File: config.mk
export PLATFORM = sky130hd
export DESIGN_NAME = hazard_ctrl
export DESIGN_NICKNAME = d
export VERILOG_FILES = /design/src/rtl/hazard_ctrl.sv
export SDC_FILE = /design/constraint.sdc
export NUM_CORES = 1
export LEC_CHECK = 0
export ABC_CLOCK_PERIOD_IN_PS = 3000
export BUFFER_PORTS_ARGS = -buffer_cell sky130_fd_sc_hd__buf_2
export CAP_MARGIN = 0
export CORE_AREA = 2 2 39 41
export DETAILED_ROUTE_END_ITERATION = 8
export DIE_AREA = 0 0 41 43
export PLACE_DENSITY = 0.85
export SETUP_SLACK_MARGIN = 0.15
export SKIP_LAST_GASP = 1
export SYNTH_ARGS = -nofsm -noshare
export SYNTH_HDL_FRONTEND = slang
export SYNTH_SLANG_ARGS = --single-unit
File: constraint.sdc
create_clock -name vclk -period 3
set_clock_uncertainty 0.2 [all_clocks]
set_input_delay 0.6 -clock vclk [all_inputs]
set_output_delay 0.6 -clock vclk [all_outputs]
set_load 0.02 [all_outputs]
File: src/rtl/hazard_ctrl.sv
module hazard_ctrl #(
  parameter int REG_AW = 5
) (
  input  logic [REG_AW-1:0] id_rs1,
  input  logic [REG_AW-1:0] id_rs2,
  input  logic [REG_AW-1:0] ex_rs1,
  input  logic [REG_AW-1:0] ex_rs2,
  input  logic [REG_AW-1:0] ex_rd,
  input  logic              ex_wen,
  input  logic              ex_is_load,
  input  logic [REG_AW-1:0] mem_rd,
  input  logic              mem_wen,
  input  logic [REG_AW-1:0] wb_rd,
  input  logic              wb_wen,
  input  logic              ex_br_taken,
  input  logic              ex_jump,
  output logic              hold_pc,
  output logic              hold_ifid,
  output logic              idex_bubble,
  output logic              flush_ifid,
  output logic              flush_idex,
  output logic [1:0]        fwd_a,
  output logic [1:0]        fwd_b
);
  localparam logic [REG_AW-1:0] ZERO_REG = '0;
  localparam logic [1:0] SEL_RF  = 2'b00;
  localparam logic [1:0] SEL_WB  = 2'b01;
  localparam logic [1:0] SEL_MEM = 2'b10;

  logic mem_live, wb_live, ex_load_live;
  logic load_use, redirect;

  assign mem_live     = mem_wen && (mem_rd != ZERO_REG);
  assign wb_live      = wb_wen && (wb_rd != ZERO_REG);
  assign ex_load_live = ex_is_load && ex_wen && (ex_rd != ZERO_REG);

  function automatic logic [1:0] pick(input logic [REG_AW-1:0] src,
                                      input logic m_ok, input logic [REG_AW-1:0] m_rd,
                                      input logic w_ok, input logic [REG_AW-1:0] w_rd);
    if (m_ok && m_rd == src)      pick = SEL_MEM;
    else if (w_ok && w_rd == src) pick = SEL_WB;
    else                          pick = SEL_RF;
  endfunction

  assign fwd_a = pick(ex_rs1, mem_live, mem_rd, wb_live, wb_rd);
  assign fwd_b = pick(ex_rs2, mem_live, mem_rd, wb_live, wb_rd);

  assign load_use = ex_load_live && ((ex_rd == id_rs1) || (ex_rd == id_rs2));
  assign redirect = ex_br_taken || ex_jump;

  assign flush_ifid  = redirect;
  assign flush_idex  = redirect;
  assign hold_pc     = load_use && !redirect;
  assign hold_ifid   = load_use && !redirect;
  assign idex_bubble = load_use && !redirect;
endmodule

==> results of run 1 <==
-- metal layers --
layer / vias to the layer above / GRT usage [%] / routed length (um)
met4: 0 / 3.333 / 12
met1: 236 / 15.82 / 510
met2: 8 / 26.25 / 762
li1: 284 / - / -
met5: - / 0 / 0
met3: 2 / 1.571 / 24
-- critical path, stage by stage --
cell	delay, ns
buf_2	0.12
or4_1	0.12
o21ai_1	0.06
or4_1	0.55
nor4_2	0.31
buf_4	0.19
-- cell type report --
cell class                      instances  area share (%)
Tap cell                               16           2.930
Multi-Input combinational cell         51           60.07
Timing Repair Buffer                   50           37.00
-- how the worst max path moves through the flow --
stage               from        to  slack [ns]  cells after the start
5_1_grt        mem_rd[1]  fwd_a[0]        0.17                      6
3_5_place_dp   mem_rd[1]  fwd_b[0]        0.20                      6
6_report        wb_rd[2]  fwd_b[0]        0.25                      6
3_3_place_gp   mem_rd[1]  fwd_a[0]        0.27                      6
2_1_floorplan   ex_rd[3]   hold_pc        0.21                      5
4_1_cts        mem_rd[1]  fwd_b[0]        0.20                      6
-- cells in the final DEF, fill, tap and decap left out, drive strengths merged --
master,netlist,layout
a2111oi,1,1
or4,5,5
nand2,1,1
xnor2,10,10
buf,3,50
nor4,4,4
nand3,4,4
xor2,20,20
nor3,2,2
o21ai,2,2
nor2,1,1
or2,1,1
-- stage by stage --
step / instance area [um2] / power, mW / utilization [%] / cells / worst slack (ns)
after floorplan: 432.9 / 0.04199 / - / 54 / 0.2095
after global placement: 680.7 / 0.08500 / 49.19 / 117 / 0.2702
after detailed placement: 680.7 / 0.08720 / 49.19 / 117 / 0.2040
after CTS: 680.7 / 0.08752 / 49.19 / 117 / 0.2040
after global routing: 683.2 / 0.09460 / 49.37 / 117 / 0.1724
final: 683.2 / 0.08714 / 49.37 / 117 / 0.2506
-- report_power, final --
group	switching, mW	total, mW	internal (mW)
clock	0	0	0
sequential	0	0	0
combinational	0.0420	0.0871	0.0451
-- timing repair --
action / 4_1_cts / 5_1_grt
gates resized for setup: 0 / 1
endpoints found under the setup margin: 0 / 1
buffers inserted: 0 / 0
-- logic make-up (layout without fill, tap and decap cells) --
kind of cell / Yosys count / count (layout) / share of synthesized area (%)
xor gates and xnor gates: 30 / 30 / 61.58
and+or+nand+nor: 18 / 18 / 27.86
AOI/OAI and AO/OA: 3 / 3 / 5.278
buffers and inverters: 3 / 50 / 5.278
==> out/metrics.cfg, run 1 <==
[outcome]
outcome = finished clean

[logic_synthesis]
ys_top_cells_by_count = xor2_1, xnor2_1, or4_1, nand3_1, buf_4
seq_area_frac_synth_pct = 0
synth_most_common_cell = xor2_1
syn_nets = 95
netlist_area_um2 = 426.7
synthDistinctLibCells = 14
yosys-top-cells-area = xor2_1, xnor2_1, or4_1
yosys_warnings = 0
yosysTopAreaCell = xor2_1
synth_top_cell_area_share_pct = 41.06
syn_inst = 54
syn_avg_cell_area_um2 = 7.901

[grt]
grt-ovfl-total = 0
grt_pass1_wl_mm = 1.863
grt_usage_pct = 14.19
grt_pass1_vias = 491
grt_max_degree = 4
antenna_found_initial = 0

[die]
core.rowCount = 14
die_height_um = 43
core_area_um2 = 1384
start_util_pct = 30.83
dieWidth_um = 41
ios = 50
die_area_um2 = 1763

[finish]
nFillCells = 149
area_delta_synth_final_pct = 60.12
seqCellArea_um2 = 0
multi_input_area_um2 = 410.4
final_net_count = 144
nClkBuffers = 0
drive_above_1_share_pct = 54.46
antenna_cells = 0
seq_cell_count = 0

[power_and_ir_drop]
ir_drop_mv = 0.06315
power.leakage_nw = 0.3347
powerDensity_nw_per_um2 = 127.6

[worst_hold_path]
hold_depth = 3
min_path_type = input pin to output port
hold_end = flush_idex
worstHoldStart = ex_br_taken

[drt]
drcViolationCount = 0
avgViaCountPerCell = 4.530
first_iter_violations = 6
ant_nets = 0
vias = 530
routed_wl_mm = 1.310
wl_per_cell_um = 11.20
first_pass_iters = 4

[sta]
finalHoldViolations = 0
max-slew-margin-rel_pct = 70.85
setup_viol = 0
worst_pin_slew_ns = 0.4333
fin_crit_ns = 2.749
fmax_mhz = 363.7
rsz0062_at_grt = false
tns_ns = 0
slew_viol_final = 0
hold_slack_ns = 1.339
post-route-period-util_pct = 91.65

[worst_setup_path]
cp_max_fo = 3
crit_arrival_ns = 1.95
worst_setup_path_end_kind = output port
critPathKind = input pin to output port
startpoint_type = input pin
worstPathRequired_ns = 2.20

[job]
cap_violations = 0

[placement]
gp_congestion = 0.8497
port_buffers = 50
post-dp-hpwl_mm = 1.241

[clock_network]
hold_buffers = 0

(Power assumes the default switching activity.)
==> inputs of run 2 (changes only) <==
--- a/config.mk
+++ b/config.mk
@@ -6,12 +6,12 @@
 export NUM_CORES = 1
 export LEC_CHECK = 0
 export ABC_CLOCK_PERIOD_IN_PS = 3000
-export BUFFER_PORTS_ARGS = -buffer_cell sky130_fd_sc_hd__buf_2
 export CAP_MARGIN = 0
 export CORE_AREA = 2 2 39 41
 export DETAILED_ROUTE_END_ITERATION = 8
 export DIE_AREA = 0 0 41 43
-export PLACE_DENSITY = 0.85
+export DONT_BUFFER_PORTS = 1
+export PLACE_DENSITY = 0.53
 export SETUP_SLACK_MARGIN = 0.15
 export SKIP_LAST_GASP = 1
 export SYNTH_ARGS = -nofsm -noshare
==> out/metrics.cfg, run 2 (same netlist as run 1, synthesis figures left out) <==
[placement]
post-dp-hpwl_mm = 1.042
gp_congestion = 0.7043
placedCellCount = 71
pre_cts_ws_ns = 0.1633
port_buffers = 0

[drt]
routed_wl_mm = 1.065
drcViolationCount = 0
wl_per_cell_um = 15.00
avgViaCountPerCell = 5.465
first_pass_iters = 1
first_iter_violations = 0
vias = 388
ant_nets = 0

[worst_setup_path]
cp_max_fo = 3
crit_arrival_ns = 1.88
worstPathRequired_ns = 2.20
cp_slowest_stage_delay_ns = 0.55
worst_setup_path_end_kind = output port
slowest_stage = or4_1
path_cells = or4_1 -> o21ai_2 -> nor4_2 -> nor4_2 -> buf_4
critPathKind = input pin to output port
path_common_cell = nor4_2
startpoint_type = input pin

[sta]
max-slew-margin-rel_pct = 56.81
tns_ns = 0
hold_slack_ns = 1.138
slew_viol_final = 0
setup_viol = 0
finalHoldViolations = 0
post-route-period-util_pct = 89.31
setup_ws_ns = 0.3208
worst_pin_slew_ns = 0.6425
fmax_mhz = 373.2
rsz0062_at_grt = false
fin_crit_ns = 2.679

[grt]
grt_pass1_wl_mm = 1.614
grt_max_degree = 4
antenna_found_initial = 0
grt_pass1_vias = 402
grt-ovfl-total = 0
grt_usage_pct = 12.69

[finish]
final_cells = 71
seq_cell_count = 0
seqCellArea_um2 = 0
final_net_count = 98
drive_above_1_share_pct = 18.18
mostFrequentLayoutCells = xor2_1, xnor2_1, or4_1, nand3_1, buf_4
area_delta_synth_final_pct = 12.32
nClkBuffers = 0
finish.utilization_pct = 34.63
antenna_cells = 0
final_common_cell = xor2_1
nFillCells = 156

[die]
start_util_pct = 30.83
die_height_um = 43
ios = 50
core.rowCount = 14
core_area_um2 = 1384
dieWidth_um = 41
die_area_um2 = 1763

[job]
cap_violations = 0

[worst_hold_path]
hold_depth = 2
worstHoldStart = mem_wen
hold_end = fwd_a[1]
min_path_type = input pin to output port

[clock_network]
hold_buffers = 0

[power_and_ir_drop]
p_clk_share_pct = 0
ir_drop_mv = 0.03651
switchingPower_mw = 0.02087
pwr-share-comb_pct = 100.0
netSwitchingFraction_pct = 43.94
power.leakage_nw = 0.1509
p_seq_share_pct = 0
p_int_mw = 0.02663
powerDensity_nw_per_um2 = 99.12

[outcome]
outcome = finished clean

## run 2: stage by stage
| step | area, um2 | total power [mW] |
|---|---|---|
| 2_1_floorplan | 432.9 | 0.04199 |
| 3_3_place_gp | 473.0 | 0.04669 |
| 3_5_place_dp | 473.0 | 0.04710 |
| 4_1_cts | 473.0 | 0.04743 |
| 5_1_grt | 479.2 | 0.05488 |
| 6_report | 479.2 | 0.04750 |
## run 2: worst max-delay path: cells and delay by family
kind,cells,cell delay [ns]
and+or+nand+nor,3,0.93
AOI/OAI and AO/OA,1,0.17
buffers and inverters,1,0.18
## run 2: layout make-up
class / instances / area [um2] / area share, %
Timing Repair Buffer: 4 / 30.03 / 6.266
Multi-Input combinational cell: 51 / 429.2 / 89.56
Tap cell: 16 / 20.02 / 4.178
## run 2: power groups by stage
stage	combinational (mW)	clock (mW)	sequential (mW)
2_1_floorplan	0.0420	0	0
3_3_place_gp	0.0467	0	0
3_5_place_dp	0.0471	0	0
4_1_cts	0.0474	0	0
5_1_grt	0.0549	0	0
6_report	0.0475	0	0
## run 2: routing by layer
| layer | vias to the layer above | global-route usage [%] | wire length (um) | share of wire, % |
|---|---|---|---|---|
| li1 | 191 | - | - | - |
| met1 | 165 | 12.03 | 274 | 26 |
| met2 | 32 | 26.25 | 607 | 57 |
| met3 | 0 | 2.618 | 183 | 17 |
| met4 | 0 | 0 | 0 | 0 |
| met5 | - | 0 | 0 | 0 |
## run 2: worst max-delay path by stage
stage / to / slack, ns / from / cells past startpoint
after floorplan: hold_pc / 0.21 / ex_rd[3] / 5
after global placement: fwd_a[0] / 0.22 / mem_rd[4] / 5
after CTS: fwd_a[0] / 0.16 / mem_rd[4] / 5
final: fwd_a[0] / 0.32 / mem_rd[1] / 5
after detailed placement: fwd_a[0] / 0.16 / mem_rd[4] / 5
after global routing: fwd_b[0] / 0.21 / mem_rd[1] / 5
## run 2: what timing repair did
item | 4_1_cts | 5_1_grt
resized for setup | 0 | 1
endpoints found under the setup margin | 0 | 1
buffers inserted | 0 | 0
==> inputs of run 3 (changes only) <==
==> constraint.sdc (replaced) <==
create_clock -name vclk -period 3
set_clock_uncertainty 0.2 [all_clocks]
set_input_delay 0 -clock vclk [all_inputs]
set_output_delay 0 -clock vclk [all_outputs]
set_load 0.02 [all_outputs]
==> out/metrics.cfg, run 3 (same netlist as run 1, synthesis figures left out) <==
[grt]
grt_pass1_vias = 387
grt_usage_pct = 11.59
antenna_found_initial = 0
grt_max_degree = 4
grt_pass1_wl_mm = 1.538
grt-ovfl-total = 0

[sta]
post-route-period-util_pct = 76.18
rsz0062_at_grt = false
setup_ws_ns = 0.7146
worst_pin_slew_ns = 1.110
fin_crit_ns = 2.285
fmax_mhz = 437.6
finalHoldViolations = 0
slew_viol_final = 0
max-slew-margin-rel_pct = 25.31
tns_ns = 0
setup_viol = 0

[drt]
first_iter_violations = 0
vias = 377
ant_nets = 0
drcViolationCount = 0
wl_per_cell_um = 14.65
avgViaCountPerCell = 5.310
first_pass_iters = 1
routed_wl_mm = 1.040

[placement]
post-dp-hpwl_um = 949.6
placedCellCount = 68
gp_congestion = 0.7410
pre_cts_ws_ns = 1.322
port_buffers = 0

[clock_network]
cts_setup_buffers = 0
hold_buffers = 3
post_cts_resized = 0

[worst_setup_path]
crit_arrival_ns = 2.09
cp_slowest_stage_delay_ns = 0.64
cp_top_family = buffers and inverters
path_cells = dlygate4sd3_1 -> nand2_1 -> dlygate4sd3_1 -> a2111oi_2 -> buf_4
cp_max_fo = 2
path_common_cell = dlygate4sd3_1
startpoint_type = input pin
worstPathRequired_ns = 2.80
slowest_stage = a2111oi_2
critPathKind = input pin to output port
worst_setup_path_end_kind = output port
path_buf_inv = 3

[die]
ios = 50
core_area_um2 = 1384
die_area_um2 = 1763
die_height_um = 43
dieWidth_um = 41
start_util_pct = 30.83
core.rowCount = 14

[finish]
drive_above_1_share_pct = 10.91
nClkBuffers = 0
final_cells = 71
seqCellArea_um2 = 0
finish.utilization_pct = 33.82
area_delta_synth_final_pct = 9.678
final_common_cell = xor2_1
nFillCells = 157
antenna_cells = 0
mostFrequentLayoutCells = xor2_1, xnor2_1, or4_1, nand3_1, dlygate4sd3_1
seq_cell_count = 0
multi_input_area_um2 = 410.4
final_net_count = 98

[outcome]
outcome = finished clean

[worst_hold_path]
min_path_type = input pin to output port

[power_and_ir_drop]
power.leakage_nw = 0.1453
ir_drop_mv = 0.02828
total_power_mw = 0.04848
powerDensity_nw_per_um2 = 103.6

[job]
cap_violations = 0

[run 3: changes by cell type in the layout (fill, tap and decap cells not counted)]
| cell | before | now |
|---|---|---|
| a2111oi_4 | 1 | 0 |
| nor4_2 | 3 | 2 |
| dlygate4sd3_1 | 0 | 3 |
| buf_4 | 4 | 1 |
| a2111oi_2 | 0 | 1 |
| nor4_1 | 1 | 2 |
[run 3: path summary, 6_finish.rpt]
check	from	endpoint	slack [ns]	cells after the start
setup / recovery	ex_wen	hold_ifid	0.71	5
hold / removal	ex_rd[0]	hold_pc	0.02	2
[run 3: layout make-up]
class              instances  area share, %
multi-input cells         51          87.70
repair buffers             4          8.021
well taps                 16          4.278
[run 3: where the power goes]
group	switching, mW	total, mW	leakage, nW	internal [mW]
clock network	0	0	0	0
registers	0	0	0	0
logic	0.0204	0.0485	0.145	0.0281
total	0.0204	0.0485	0.145	0.0281
[run 3: stage by stage]
stage	area [um2]	hold WS, ns
after floorplan	426.7	-0.04431
after global placement	437.9	-0.06670
after detailed placement	437.9	-0.05532
after CTS	467.9	0.03166
after global routing	467.9	0.04347
final	467.9	0.02097
[run 3: per-layer routing]
metal | GRT usage (%) | up-vias | share of wire [%]
met2 | 19.06 | 15 | 52
met1 | 15.19 | 171 | 38
met4 | 0 | 0 | 0
met3 | 3.665 | 0 | 10
met5 | 0 | - | 0
li1 | - | 191 | -
